$ cat src/rtl/bsram_pkg.sv
package bsram_pkg;

    localparam int LANES     = 4;
    localparam int LANE_W    = 8;
    localparam int WORD_W    = LANES * LANE_W;
    localparam int BEAT_W    = 2;

    // Low two address bits of the current beat
    function automatic logic [BEAT_W-1:0] beat_lo(
        input logic [BEAT_W-1:0] start_lo,
        input logic [BEAT_W-1:0] beat,
        input logic              interleaved
    );
        if (interleaved) begin
            return start_lo ^ beat;
        end
        return start_lo + beat;
    endfunction

endpackage

$ cat src/rtl/bsram_wr_decode.sv
module bsram_wr_decode
    import bsram_pkg::*;
(
    input  logic             gw_n,
    input  logic             bwe_n,
    input  logic [LANES-1:0] bsel_n,
    output logic             is_write,
    output logic [LANES-1:0] lanes
);

    always_comb begin
        if (!gw_n) begin
            is_write = 1'b1;
            lanes    = '1;
        end else if (!bwe_n) begin
            is_write = 1'b1;
            lanes    = ~bsel_n;
        end else begin
            is_write = 1'b0;
            lanes    = '0;
        end
    end

endmodule

$ cat src/rtl/bsram_ctrl.sv
module bsram_ctrl
    import bsram_pkg::*;
#(
    parameter int AW = 6
) (
    input  logic              clk,
    input  logic              rst_n,
    input  logic              sleep,
    input  logic              ce_n,
    input  logic              strobe_cpu_n,
    input  logic              strobe_ctl_n,
    input  logic              adv_n,
    input  logic              order_ilv,
    input  logic [AW-1:0]     addr,
    input  logic              dec_write,
    input  logic [LANES-1:0]  dec_lanes,
    input  logic [WORD_W-1:0] wdata,
    output logic              acc_active,
    output logic              acc_write,
    output logic [LANES-1:0]  acc_lanes,
    output logic [WORD_W-1:0] acc_wdata,
    output logic [AW-1:0]     acc_base,
    output logic [BEAT_W-1:0] acc_beat,
    output logic              acc_ilv
);

    typedef struct packed {
        logic              active;
        logic              write;
        logic [LANES-1:0]  lanes;
        logic [WORD_W-1:0] wdata;
        logic [AW-1:0]     base;
        logic [BEAT_W-1:0] beat;
        logic              ilv;
    } ctrl_t;

    ctrl_t st_d, st_q;

    always_comb begin
        st_d       = st_q;
        st_d.wdata = wdata;
        if (sleep) begin
            st_d.active = 1'b0;
            st_d.write  = 1'b0;
            st_d.lanes  = '0;
        end else if (!strobe_cpu_n) begin
            if (ce_n) begin
                st_d.active = 1'b0;
                st_d.write  = 1'b0;
                st_d.lanes  = '0;
            end else begin
                st_d.active = 1'b1;
                st_d.write  = 1'b0;
                st_d.lanes  = '0;
                st_d.base   = addr;
                st_d.beat   = '0;
                st_d.ilv    = order_ilv;
            end
        end else if (!strobe_ctl_n) begin
            if (ce_n) begin
                st_d.active = 1'b0;
                st_d.write  = 1'b0;
                st_d.lanes  = '0;
            end else begin
                st_d.active = 1'b1;
                st_d.write  = dec_write;
                st_d.lanes  = dec_lanes;
                st_d.base   = addr;
                st_d.beat   = '0;
                st_d.ilv    = order_ilv;
            end
        end else if (st_q.active) begin
            if (!adv_n) begin
                st_d.beat = st_q.beat + 1'b1;
            end
            st_d.write = dec_write;
            st_d.lanes = dec_lanes;
        end
    end

    always_ff @(posedge clk or negedge rst_n) begin
        if (!rst_n) begin
            st_q <= '0;
        end else begin
            st_q <= st_d;
        end
    end

    assign acc_active = st_q.active;
    assign acc_write  = st_q.write;
    assign acc_lanes  = st_q.lanes;
    assign acc_wdata  = st_q.wdata;
    assign acc_base   = st_q.base;
    assign acc_beat   = st_q.beat;
    assign acc_ilv    = st_q.ilv;

endmodule

$ cat src/rtl/bsram_addr_gen.sv
module bsram_addr_gen
    import bsram_pkg::*;
#(
    parameter int AW = 6
) (
    input  logic [AW-1:0]     base,
    input  logic [BEAT_W-1:0] beat,
    input  logic              ilv,
    output logic [AW-1:0]     cur_addr
);

    always_comb begin
        cur_addr               = base;
        cur_addr[BEAT_W-1:0]   = beat_lo(base[BEAT_W-1:0], beat, ilv);
    end

endmodule

$ cat src/rtl/bsram_array.sv
module bsram_array
    import bsram_pkg::*;
#(
    parameter int DEPTH = 64,
    parameter int AW    = 6
) (
    input  logic              clk,
    input  logic [AW-1:0]     addr,
    input  logic [LANES-1:0]  we,
    input  logic [WORD_W-1:0] wdata,
    output logic [WORD_W-1:0] rword
);

    for (genvar g = 0; g < LANES; g++) begin : g_lane
        logic [LANE_W-1:0] cells [DEPTH];

        always_ff @(posedge clk) begin
            if (we[g]) begin
                cells[addr] <= wdata[g*LANE_W +: LANE_W];
            end
        end

        assign rword[g*LANE_W +: LANE_W] = cells[addr];
    end

endmodule

$ cat src/rtl/burst_sram.sv
module burst_sram
    import bsram_pkg::*;
#(
    parameter int DEPTH = 64,
    localparam int AW   = $clog2(DEPTH)
) (
    input  logic              clk,
    input  logic              rst_n,
    input  logic [AW-1:0]     addr,
    input  logic              ce_n,
    input  logic              strobe_cpu_n,
    input  logic              strobe_ctl_n,
    input  logic              adv_n,
    input  logic              order_ilv,
    input  logic              gw_n,
    input  logic              bwe_n,
    input  logic [LANES-1:0]  bsel_n,
    input  logic              oe_n,
    input  logic              sleep,
    input  logic [WORD_W-1:0] wdata,
    output logic [WORD_W-1:0] rdata,
    output logic              rvalid
);

    logic              dec_write;
    logic [LANES-1:0]  dec_lanes;
    logic              acc_active;
    logic              acc_write;
    logic [LANES-1:0]  acc_lanes;
    logic [WORD_W-1:0] acc_wdata;
    logic [AW-1:0]     acc_base;
    logic [BEAT_W-1:0] acc_beat;
    logic              acc_ilv;
    logic [AW-1:0]     cur_addr;
    logic [LANES-1:0]  mem_we;
    logic [WORD_W-1:0] rword;

    bsram_wr_decode u_dec (
        .gw_n     (gw_n),
        .bwe_n    (bwe_n),
        .bsel_n   (bsel_n),
        .is_write (dec_write),
        .lanes    (dec_lanes)
    );

    bsram_ctrl #(.AW(AW)) u_ctrl (
        .clk          (clk),
        .rst_n        (rst_n),
        .sleep        (sleep),
        .ce_n         (ce_n),
        .strobe_cpu_n (strobe_cpu_n),
        .strobe_ctl_n (strobe_ctl_n),
        .adv_n        (adv_n),
        .order_ilv    (order_ilv),
        .addr         (addr),
        .dec_write    (dec_write),
        .dec_lanes    (dec_lanes),
        .wdata        (wdata),
        .acc_active   (acc_active),
        .acc_write    (acc_write),
        .acc_lanes    (acc_lanes),
        .acc_wdata    (acc_wdata),
        .acc_base     (acc_base),
        .acc_beat     (acc_beat),
        .acc_ilv      (acc_ilv)
    );

    bsram_addr_gen #(.AW(AW)) u_agen (
        .base     (acc_base),
        .beat     (acc_beat),
        .ilv      (acc_ilv),
        .cur_addr (cur_addr)
    );

    // Registered write commits at the next edge unless asleep
    assign mem_we = acc_lanes & {LANES{acc_active & acc_write & ~sleep}};

    bsram_array #(.DEPTH(DEPTH), .AW(AW)) u_array (
        .clk   (clk),
        .addr  (cur_addr),
        .we    (mem_we),
        .wdata (acc_wdata),
        .rword (rword)
    );

    // Flow-through read path, blanked by output enable and sleep
    assign rvalid = acc_active & ~acc_write & ~oe_n & ~sleep;
    assign rdata  = rvalid ? rword : '0;

endmodule

$ cat config.mk
export PLATFORM = sky130hd
export DESIGN_NAME = burst_sram
export DESIGN_NICKNAME = d
export VERILOG_FILES = /design/src/rtl/bsram_pkg.sv /design/src/rtl/bsram_wr_decode.sv /design/src/rtl/bsram_ctrl.sv /design/src/rtl/bsram_addr_gen.sv /design/src/rtl/bsram_array.sv /design/src/rtl/burst_sram.sv
export SDC_FILE = /design/constraint.sdc
export NUM_CORES = 2
export LEC_CHECK = 0
export ABC_AREA = 1
export BUFFER_PORTS_ARGS = -buffer_cell sky130_fd_sc_hd__buf_4
export CORE_MARGIN = 4
export CORE_UTILIZATION = 60
export DETAILED_ROUTE_END_ITERATION = 6
export GPL_TIMING_DRIVEN = 0
export PLACE_DENSITY = 0.76
export SYNTH_ARGS = -nofsm -noshare
export SYNTH_HDL_FRONTEND = slang
export SYNTH_SLANG_ARGS = --single-unit
$ cat constraint.sdc
create_clock -name clk -period 4.85 [get_ports clk]
set_clock_uncertainty 0.1 [all_clocks]
set_input_delay 0 -clock clk [delete_from_list [all_inputs] [get_ports clk]]
set_output_delay 0 -clock clk [all_outputs]
set_load 0.01 [all_outputs]
; Word level (Yosys, flattened, before mapping)
; Memory sizes are Yosys's and may differ from the RTL's.
; Cells that the tools add are included.
[op_classes]
add_sub_neg = 2
n_mul = 0
div_mod_pow = 0
order_cmp = 0
n_eq_ne = 5
shift = 0
mux = 30
n_bitwise = 11
reduce_logical = 2
[op_table]
columns = operator, n
row1 = $mux W32, 1
row2 = $mux W6, 5
row3 = $mux W9, 2
row4 = $mux W1, 13
row5 = $mux W2, 5
row6 = $mux W5, 2
row7 = $mux W4, 2
row8 = $ne A3 B2 Y1 const B, 2
row9 = $and A1 B1 Y1, 5
row10 = $and A4 B4 Y4, 1
row11 = $ne A4 B2 Y1 const B, 1
row12 = $not A4 Y4, 1
row13 = $ne A3 B3 Y1 const B, 1
row14 = $not A1 Y1, 3
row15 = $reduce_and A3 Y1, 1
row16 = $add A2 B1 Y2 const B, 1
row17 = $add A2 B2 Y2, 1
row18 = $ne A2 B2 Y1 const B, 1
row19 = $reduce_and A2 Y1, 1
row20 = $xor A2 B2 Y2, 1
[word_totals]
register_bits = 47
latch_bits = 0
ram_bits = 2048
rom_bits = 0
input_bits = 53
out_inout_bits = 33
elab_cells = 61
memories = 4
[mem_list]
columns = name, depth, width, rd, rd_ports_with_merged_regs, write_ports, line
row1 = u_array.g_lane[0].cells, 64, 8, 1, 0, 1, bsram_array.sv:15  ; logic [LANE_W-1:0] cells [DEPTH];
row2 = u_array.g_lane[1].cells, 64, 8, 1, 0, 1, bsram_array.sv:15
row3 = u_array.g_lane[2].cells, 64, 8, 1, 0, 1, bsram_array.sv:15
row4 = u_array.g_lane[3].cells, 64, 8, 1, 0, 1, bsram_array.sv:15

; Logic depth before layout (Yosys ltp)
[depth]
word_depth = 7
ltp_mapped = 17

; Cells and area by module
; From an unflattened synthesis, not the netlist that was laid out.
[hier_totals]
hier_cells = 8916
area_unflattened_um2 = 89105.5
[modules_own_cells]
columns = module, instances, cells_each, area_per_inst_um2
row1 = bsram_array, 1, 8691, 87133.6
row2 = bsram_ctrl, 1, 119, 1498.9
row3 = burst_sram, 1, 81, 345.3
row4 = bsram_addr_gen, 1, 20, 103.8
row5 = bsram_wr_decode, 1, 5, 23.8

; Worst setup path after synthesis
; No wires, ideal clock.
[synth_path]
kind = reg-to-reg
startpoint = register u_ctrl.st_q, in the netlist u_ctrl.acc_beat[0]
endpoint = memory u_array.g_lane[2].cells[60][0] (enable)
arrival_time_ps = 2204
t_required_ps = 4380
slack_ps = 2176
stages_incl_launch_ff = 11
period_less_slack_ps = 2674
path_cell_list = dfrtp_1 > ha_1 > buf_6 > buf_8 > buf_8 > buf_12 > buf_6 > buf_6 > nor2_2 > nand2_1 > nor2_1
[synth_via]
elab_chain_len = 3
elab_cells_between_ends = 4
[synth_rtl]
columns = element, line
row1 = start: declaration, bsram_ctrl.sv:37  ; ctrl_t st_d, st_q;
row2 = start signal: assignment, bsram_ctrl.sv:85  ; st_q <= st_d;
row3 = "parallel branches: the longest is 2 deep, another holds $add A2 B2 Y2", -
row4 = $mux W2 *, bsram_pkg.sv:17  ; return start_lo + beat;
row5 = end: declaration, bsram_array.sv:15
; Mark *: on every way between the ends. The select of a mux whose other input is x is not followed.

; Worst setup path after layout
[layout_path]
startpoint = register u_ctrl.st_q, in the netlist u_ctrl.acc_beat[0]
endpoint = memory u_array.g_lane[0].cells[47][6] (enable)
[layout_via]
elab_chain_len = 3
elab_cells_between_ends = 4
[layout_rtl]
columns = element, line
row1 = "parallel branches: the longest is 2 deep, another holds $add A2 B2 Y2", -
row2 = $mux W2 *, bsram_pkg.sv:17
row3 = end: declaration, bsram_array.sv:15
; Marks and branches as above.

==> results.cfg <==
[outcome]
outcome = complete, but fails checks
violations = capacitance limit, slew limit, setup timing

[critical_path]
cp.arrival_ns = 5.34
cp_slowest_stage_delay_ns = 1.21
crit_fanout = 10
r2r_cells = 9
required_ns = 5.18
start_kind = flop
worstSetupEndpointType = flop
reg2reg_to = u_array.g_lane[0].cells[47][6]
r2r_slack_ns = -0.15
worstSetupPathType = reg -> reg
cp_cell_sequence = ha_1 > buf_6 > buf_8 > inv_4 > buf_4 > buf_2 > nor2_2 > nand2_1 > nor2_1
r2r_start = u_ctrl.acc_beat[0]
cp_slowest_cell = nor2_2

[place]
hpwl_um = 204000
dp_slack_ns = -0.0943
gp_congestion = 0.991
io_buffers = 85

[die]
fp-row-count = 140
core_um2 = 146000
initial_core_util = 0.604
io-pin-count = 86
die_y_um = 391
dieArea_um2 = 153000
die_w_um = 391

[power]
p_comb_frac = 0.297
intPower_uw = 33100
seqPwrFrac = 0.397
p_sw_uw = 17500
power_leakage_uw = 0.0372
clockPowerShare = 0.306
peakVddDrop_mv = 0.368
power-per-cell-area_nw_per_um2 = 509
switching_share = 0.346

[min_path]
holdCritStartpoint = strobe_cpu_n
min_path_cells = 6
min_to = u_ctrl.acc_write
hp-class = in -> reg

[synth]
postSynthAreaPerCell_um2 = 12.0
synth.top_cell.area_share = 0.699
synthDistinctLibCells = 33
yosys.area.top_type = edfxtp_1
synth_area_leaders = edfxtp_1 70%, nand2_1 8.6%, mux2i_1 4.0%
synth_warnings = 0
synth_most_common_cell = edfxtp_1
synth_ff_type = edfxtp_1
synth_async_sr_flop_share = 0.0224
netlist_area_um2 = 88000
synth_seq_area_share = 0.712
synthCells = 7335
syn_nets = 7389
synth_edf_count = 2048
synthTopCellsByCount = 2048 x edfxtp_1, 2012 x nand2_1, 573 x o21ai_0
ys_ff_latch = 2095

[grt]
grt_pass1_wl_um = 401000
grt_usage = 0.373
antenna_found_initial = 18
use_met2 = 0.546
grt_use_met1 = 0.509
grt_max_degree = 65
grt_pass1_vias = 58100
grt_busiest_layer = met2
gr-total-overflow = 0
grt_use_met3 = 0.119

[cts]
cts_root_buf = clkbuf_16
clockBufferDepth = 3
worstSkewPairLatency_ns = 0.86
cts_buffers = 207
clkTransAtPathRegs_ns = 0.06
cts.sinks = 2095
cts_max_level = 4
cts_tree = done

[drt]
vias = 61200
drtAntennaViolNets = 0
dr.pass1.iters = 6
drt_iter0_drc = 9782
drcViolationCount = 0
drt-wirelength-per-cell_um = 29.1
vias_per_cell = 6.20
wirelength_um = 288000

[layout]
nets = 7829
syn2layout_area_growth_pct = 13.1
final_layout_size_suffix_gt1_frac = 0.125
nFillCells = 10300

[timing]
finalMaxSlewViolations = 39
setup_ws_ns = -0.154
finalSetupViolCount = 40
fmax_mhz = 200
period_share = 1.03
setup_tns_ns = -3.09
finalCriticalPeriod_ns = 5.00
hold_slack_ns = 0.112
hold_viol = 0
relSlewSlack = -0.0556
worst_pin_slew_ns = 1.58

[run]
drv_cap = 4
==> power by group through the flow <==
stage | logic [uW] | clock network [uW] | registers, uW
4_1_cts | 14400 | 15400 | 20100
2_1_floorplan | 8910 | 0 | 20400
6_report | 15000 | 15500 | 20100
3_5_place_dp | 14200 | 0 | 20500
5_1_grt | 15800 | 16200 | 20100
3_3_place_gp | 13800 | 0 | 20700
==> how the worst max path moves through the flow <==
stage	from	endpoint	slack, ns	cells past startpoint
after floorplan	u_ctrl.acc_beat[0]	u_array.g_lane[2].cells[60][0]	2.18	10
after global placement	u_ctrl.acc_beat[0]	u_array.g_lane[0].cells[53][0]	-0.01	9
after detailed placement	u_ctrl.acc_beat[0]	u_array.g_lane[0].cells[52][0]	-0.09	10
after CTS	u_ctrl.acc_beat[0]	u_array.g_lane[0].cells[51][6]	-0.04	11
after global routing	u_ctrl.acc_beat[0]	rdata[23]	-0.0004	18
final	u_ctrl.acc_beat[0]	u_array.g_lane[0].cells[47][6]	-0.15	9
==> metal layers <==
metal | up-vias | part of all wire
met5 | - | 0.00075
met4 | 8 | 0.059
met3 | 773 | 0.15
met2 | 4481 | 0.43
met1 | 29700 | 0.36
li1 | 26300 | -
==> metrics by stage <==
step,std cells,instance area (um2),utilization,total power (uW)
6_report,9875,99500,0.683,50700
5_1_grt,9866,99500,0.683,52200
4_1_cts,9866,99400,0.682,50000
3_5_place_dp,9364,91700,0.629,34700
3_3_place_gp,9337,91100,0.625,34400
2_1_floorplan,7335,88000,-,29300
==> cells in the final DEF (no fill, tap or decap), drive strengths merged <==
cell	Yosys	routed
a21oi	18	18
a22oi	112	112
a32o	5	5
buf	204	316
bufinv	0	6
clkbuf	237	518
clkinv	0	84
clkinvlp	0	6
dfrtp	47	47
diode	0	9
dlygate4sd3	0	118
edfxtp	2048	2048
ha	1	1
inv	328	335
mux2	1	1
mux2i	356	356
nand2	2013	2013
nand3	383	383
nand4	32	32
nor2	539	539
nor3	10	10
o21ai	663	663
o22ai	2	2
or2	336	336
==> logic make-up after synthesis <==
family | after synthesis | synth area share
buffers and inverters | 769 | 0.0403
AO/OA/AOI/OAI | 800 | 0.0490
flip-flops | 2095 | 0.712
multiplexers | 357 | 0.0406
AND/OR/NAND/NOR | 3313 | 0.158
adder cells (fa/ha/maj) | 1 | 0.000142
==> critical path, delay by kind of cell, from the launching register on <==
family,cells,cell delay [ns]
flip-flops,1,0.42
AND/OR/NAND/NOR,3,2.68
buffers and inverters,5,1.05
adder cells (fa/ha/maj),1,0.31
==> final cells by class <==
cell class / count / area (um2) / share of cell area
inverter: 328 / 1230 / 0.0124
buffer: 440 / 2340 / 0.0235
multi-input combinational: 4471 / 21900 / 0.220
timing repair buffer: 232 / 2390 / 0.0241
antenna: 9 / 22.5 / 0.000226
clock buffer: 280 / 5680 / 0.0571
sequential: 2095 / 62800 / 0.631
clock inverter: 103 / 823 / 0.00827
tap: 1917 / 2400 / 0.0241
==> repair_timing <==
item | 4_1_cts | 5_1_grt
endpoints found under the hold margin | 94 | 0
hold buffers | 119 | 0
resized for setup | 11 | 38
setup endpoints to repair | 72 | 268
buffers inserted | 0 | 0
==> flip-flops by register name (all words and copies together), names as in the netlist <==
signal / cells
u_ctrl.acc_write: 1
u_ctrl.acc_beat: 2
u_ctrl.acc_lanes: 4
u_ctrl.acc_ilv: 1
u_ctrl.acc_active: 1
u_ctrl.acc_base: 6
u_array.g_lane.cells: 2048
u_ctrl.acc_wdata: 32
Power figures use the tool's default switching activity.
